### src/rtl/page_age_tracker.sv
module page_age_tracker #(
  parameter int FRAMES = 8,
  parameter int HIST_W = 8,
  localparam int IDX_W = (FRAMES > 1) ? $clog2(FRAMES) : 1
) (
  input  logic                       clk,
  input  logic                       rst_n,
  input  logic                       tick,
  input  logic [FRAMES-1:0]          ref_vec,
  output logic [FRAMES-1:0]          ref_state,
  output logic [FRAMES*HIST_W-1:0]   hist_flat,
  output logic [IDX_W-1:0]           victim_idx,
  output logic [HIST_W-1:0]          victim_hist
);

  logic [FRAMES-1:0] ref_q;
  logic [HIST_W-1:0] hist_q [FRAMES];

  always_ff @(posedge clk or negedge rst_n) begin
    if (!rst_n) begin
      ref_q <= '0;
      for (int i = 0; i < FRAMES; i++) hist_q[i] <= '0;
    end else begin
      ref_q <= tick ? ref_vec : (ref_q | ref_vec);
      if (tick)
        for (int i = 0; i < FRAMES; i++)
          hist_q[i] <= {ref_q[i], hist_q[i][HIST_W-1:1]};
    end
  end

  assign ref_state = ref_q;

  always_comb begin
    victim_idx  = '0;
    victim_hist = hist_q[0];
    for (int i = 1; i < FRAMES; i++)
      if (hist_q[i] < victim_hist) begin
        victim_hist = hist_q[i];
        victim_idx  = IDX_W'(i);
      end
  end

  for (genvar g = 0; g < FRAMES; g++) begin : g_frame
    assign hist_flat[g*HIST_W +: HIST_W] = hist_q[g];


    msb_load_chk: assert property (@(posedge clk) disable iff (!rst_n)
      tick |=> hist_q[g][HIST_W-1] == $past(ref_q[g]));

    shift_down_chk: assert property (@(posedge clk) disable iff (!rst_n)
      tick |=> hist_q[g][HIST_W-2:0] == $past(hist_q[g][HIST_W-1:1]));

    hold_hist_chk: assert property (@(posedge clk) disable iff (!rst_n)
      !tick |=> $stable(hist_q[g]));

    ref_set_chk: assert property (@(posedge clk) disable iff (!rst_n)
      (!tick && ref_vec[g]) |=> ref_q[g]);

    ref_clear_chk: assert property (@(posedge clk) disable iff (!rst_n)
      (tick && !ref_vec[g]) |=> !ref_q[g]);

    victim_min_chk: assert property (@(posedge clk) disable iff (!rst_n)
      victim_hist <= hist_q[g]);

    victim_tie_chk: assert property (@(posedge clk) disable iff (!rst_n)
      (hist_q[g] == victim_hist) |-> (victim_idx <= IDX_W'(g)));
  end

endmodule

### config.mk
export PLATFORM = sky130hd
export DESIGN_NAME = page_age_tracker
export DESIGN_NICKNAME = d
export VERILOG_FILES = /design/src/rtl/page_age_tracker.sv
export SDC_FILE = /design/constraint.sdc
export NUM_CORES = 1
export LEC_CHECK = 0
export BUFFER_PORTS_ARGS = -buffer_cell sky130_fd_sc_hd__buf_2
export CORE_ASPECT_RATIO = 1.25
export CORE_MARGIN = 2
export CORE_UTILIZATION = 55
export DETAILED_ROUTE_END_ITERATION = 10
export PLACE_DENSITY = 0.9
export RECOVER_POWER = 100
export SETUP_SLACK_MARGIN = 0.1
export SLEW_MARGIN = 5
export SYNTH_ARGS = -nofsm -noshare
export SYNTH_HDL_FRONTEND = slang
export SYNTH_SLANG_ARGS = --single-unit
export TNS_END_PERCENT = 5
### constraint.sdc
create_clock -name clk -period 14.2 [get_ports clk]
set_input_delay 0 -clock clk [delete_from_list [all_inputs] [get_ports clk]]
set_output_delay 0 -clock clk [all_outputs]
set_load 0.03 [all_outputs]
== Yosys cells after proc, flatten, opt, wreduce, memory -nomap -nowiden ==
Index checks and enable logic that the tools add are counted.
Widths: inputs -> output; s select.
Storage, ports and cells
  logic and storage cells: 32
  bits of input ports: 11
  register bits after elaboration: 72
  output and inout bits: 83
Cells by class
  bitwise logic cells: 1
  $lt $le $gt $ge: 7
  multiplexer cells: 15
Operator list (number)
  $mux 8: 8
  $lt 8x8->1: 7
  $mux 3: 6
  $or 8x8->8: 1
  $mux 1: 1

== Longest topological paths before layout ==
  depth after elaboration: 14
  gate-level depth with buffers: 69
  mapped depth without buffers: 63

== Worst setup path before layout ==
OpenSTA, ideal clock, no wires.
  path kind: register -> output
  start point: register hist_q (netlist bit hist_flat[2])
  end point: output port victim_hist[1]
  path buffers: 6
  cell stages (with the launch flop): 66
  setup slack: 1513 ps
  required time: 14200 ps
  data arrival time: 12687 ps
  path through: dfrtp_1 -> inv_1 -> ha_1 -> or3_4 -> a211oi_4 -> o21a_2 -> clkbuf_1 -> nor2_1 -> a21oi_1 -> ha_1 -> a211oi_1 -> o21ai_0 -> o211ai_2 -> o211a_4 -> buf_6 -> mux2i_1 -> inv_1 -> ha_1 -> [... 30 more ...] -> a21o_1 -> a21oi_1 -> inv_1 -> a2111oi_0 -> nand2_1 -> a2bb2oi_2 -> and2_4 -> buf_4 -> mux2i_1 -> ha_1 -> a21oi_1 -> nor2b_1 -> o21ai_0 -> nand2_1 -> or3b_2 -> o211a_1 -> buf_6 -> mux2i_1
On the way
  longest elaborated chain between the ends: 14
Ends and longest elaborated chain
  from (decl): RTL line 17  | logic [HIST_W-1:0] hist_q [FRAMES];
  from (signal, indexed assignment): RTL line 27  | hist_q[i] <= {ref_q[i], hist_q[i][HIST_W-1:1]};
  $lt 8x8->1: RTL line 37  | if (hist_q[i] < victim_hist) begin
  $mux 8 *: RTL line 37
  $lt 8x8->1: RTL line 37
  $mux 8 *: RTL line 37
  $lt 8x8->1: RTL line 37
  $mux 8 *: RTL line 37
  $lt 8x8->1: RTL line 37
  $mux 8 *: RTL line 37
  $lt 8x8->1: RTL line 37
  $mux 8 *: RTL line 37
  $lt 8x8->1: RTL line 37
  $mux 8 *: RTL line 37
  $lt 8x8->1: RTL line 37
  $mux 8 *: RTL line 37
  to (decl): RTL line 13  | output logic [HIST_W-1:0] victim_hist
Mark *: on every way between the ends. The rest lies on a longest branch, timed or not.

== Worst setup path in the final report ==
  start point: register hist_q (netlist bit hist_flat[1])
  end point: output port victim_hist[3]
Same word-level chain as after synthesis.

==> results.sh <==
export IMPL_syn2layout_area_growth_pct=16.6
export IMPL_r2r_start="hist_flat[18]"
export IMPL_synth_commonest_cells="dfrtp_1, nand2_1, inv_1, mux2_2, ha_1"
export IMPL_ant_nets=0
export IMPL_drtIter0Drc=222
export IMPL_drv_cap=2
export IMPL_grt_usage=0.263
export IMPL_fillerInstances=724
export IMPL_synth_distinct_cells=72
export IMPL_syn_nets=570
export IMPL_synth_seq_cells=72
export IMPL_cts_buffers=9
export IMPL_slew_viol_final=167
export IMPL_dr_pass1_iters=5
export IMPL_min_from="ref_vec[6]"
export IMPL_synth_edf_count=0
export IMPL_grt_pass1_vias=4321
export IMPL_slowest_stage="or3b_2"
export IMPL_synth_top_area_frac=0.362
export IMPL_clock_latency_ns=0.37
export IMPL_clk_pin_slew_ns=0.09
export IMPL_finalHoldViolations=0
export IMPL_synth_warnings=0
export IMPL_cp_required_ns=14.20
export IMPL_placed_cells=718
export IMPL_fin_cells=745
export IMPL_syn_instance_count=519
export IMPL_status="complete, but fails checks"
export IMPL_drc_errors=0
export IMPL_worstSetupStartpoint="hist_flat[1]"
export IMPL_path_max_fanout=14
export IMPL_gp_congestion=0.920
export IMPL_ys_top_cells_by_area="dfrtp_1, ha_1, mux2_2"
export IMPL_cts_root_buf="clkbuf_8"
export IMPL_io_buffers=93
export IMPL_die_w_um=89.1
export IMPL_die_h_um=110
export IMPL_dieArea_um2=9840
export IMPL_arrival_ns=13.42
export IMPL_min_path_type="primary input to register"
export IMPL_async_flop_share=1.00
export IMPL_syn_avg_cell_area_um2=9.60
export IMPL_cts_tree="yes"
export IMPL_grt_max_degree=94
export IMPL_skew_ns=0.0101
export IMPL_via_per_inst=5.92
export IMPL_seq_area_frac_synth=0.362
export IMPL_cts_htree_levels=3
export IMPL_syn_cell_area_um2=4980
export IMPL_synth_main_ff_cell="dfrtp_1"
export IMPL_dp_hpwl_um=9120
export IMPL_wl_per_cell_um=17.0
export IMPL_core_area_um2=8750
export IMPL_num_antenna_cells=0
export IMPL_start_util=0.570
export IMPL_final_nets=671
export IMPL_drive_gt1_frac=0.186
export IMPL_min_period_over_period=0.945
export IMPL_setup_violations=0
export IMPL_critical_path_max_stage_delay_ns=0.44
export IMPL_tightest_slew_ns=3.91
export IMPL_io_pins=94
export IMPL_globalRouteOverflowTotal=0
export IMPL_max_slew_margin=-1.60
export IMPL_antenna_found_initial=0
export IMPL_rows=38
export IMPL_yosysMostFrequentCell="dfrtp_1"
export IMPL_grt_pass1_wl_um=20600
export IMPL_totalWireLength_um=12700
export IMPL_violations="max-capacitance violations, max-slew violations"
export IMPL_cts_sinks=72
export IMPL_fmax_ghz=0.0745
export IMPL_clockBufferDepth=2
export IMPL_path_class="register to output port"
export IMPL_vias=4409
export IMPL_end_kind="output port"
export IMPL_yosysTopAreaCell="dfrtp_1"
export IMPL_min_period_ns=13.42
export IMPL_worst_setup_path_start_kind="register"
stage by stage:
step	cell area [um^2]	TNS [ns]	utilization	hold WS [ns]	setup WS [ns]
finish	5810	0	0.664	0.337	0.776
global route	5810	-0.226	0.664	0.354	-0.0571
CTS	5860	0	0.669	0.327	0.255
detailed placement	5530	0	0.632	0.181	0.483
global placement	5530	0	0.632	0.177	1.08
floorplan	4980	0	-	-0.296	1.51
cell usage in the layout, fill, tap and decap left out, drive strengths merged, types with 3 or more instances in the layout:
cell type    count
clkbuf          90
dfrtp           72
nand2           54
inv             51
mux2            45
o21ai           43
ha              40
nor2            32
a21oi           30
mux2i           21
a21o            19
buf             17
dlygate4sd3      9
o211ai           8
and2             8
a211oi           8
nand3            7
o21a             6
nor2b            5
o2111ai          4
nand2b           4
o21bai           4
a22oi            3
nand4            3
clkinvlp         3
maj3             3
or3b             3
worst max-delay path: cells and delay by family (launching register included):
family	cells	cell delay, ns
flip-flops	1	0.43
AO/OA/AOI/OAI	32	7.11
buffers and inverters	7	0.82
AND/OR/NAND/NOR	11	1.77
multiplexers	4	1.00
adder cells (fa/ha/maj)	7	1.92
final cells by class:
class,count,area [um^2],area share
clock inverter,6,91.3,0.0157
sequential,72,1800,0.310
tap,120,150,0.0258
multi-input combinational,381,2950,0.508
inverter,50,188,0.0323
timing repair buffer,106,488,0.0840
clock buffer,10,138,0.0237
final timing paths:
path,depth (start not counted),slack (ns),to
worst min register to register,2,0.51,hist_flat[2]
worst min-delay path,3,0.34,ref_state[6]
max in group asynchronous,3,10.35,hist_flat[2]
worst max-delay path,61,0.78,victim_hist[3]
worst max register to register,2,13.20,hist_flat[17]
min in group asynchronous,3,1.53,hist_flat[2]
routing by layer:
layer | wire length [um] | GRT usage | vias to the layer above | part of all wire
li1 | - | - | 2060 | -
met5 | 0 | 0 | - | 0
met4 | 434 | 0.112 | 0 | 0.034
met1 | 4990 | 0.312 | 2135 | 0.39
met2 | 6520 | 0.447 | 172 | 0.51
met3 | 721 | 0.0553 | 42 | 0.057
logic make-up after synthesis:
| group | count (synthesis) | share of synthesized area |
|---|---|---|
| AND/OR/NAND/NOR | 124 | 0.118 |
| XOR/XNOR | 2 | 0.00352 |
| adder cells (fa/ha/maj) | 43 | 0.107 |
| buffers and inverters | 66 | 0.0537 |
| multiplexers | 66 | 0.145 |
| flip-flops | 72 | 0.362 |
| AO/OA/AOI/OAI | 146 | 0.211 |
sequential cells by signal (all words and copies together), names as in the netlist:
signal / count
hist_flat: 64
ref_state: 8
what timing repair did:
| item | CTS | global route |
|---|---|---|
| hold buffers | 9 | 0 |
| setup buffers | 0 | 2 |
| endpoints found under the setup margin | 9 | 11 |
| gates resized for setup | 1 | 11 |
| endpoints found under the hold margin | 80 | 0 |
Power is not shown: default switching activity piles up to over one toggle a cycle in this logic, so the estimate is an artifact.
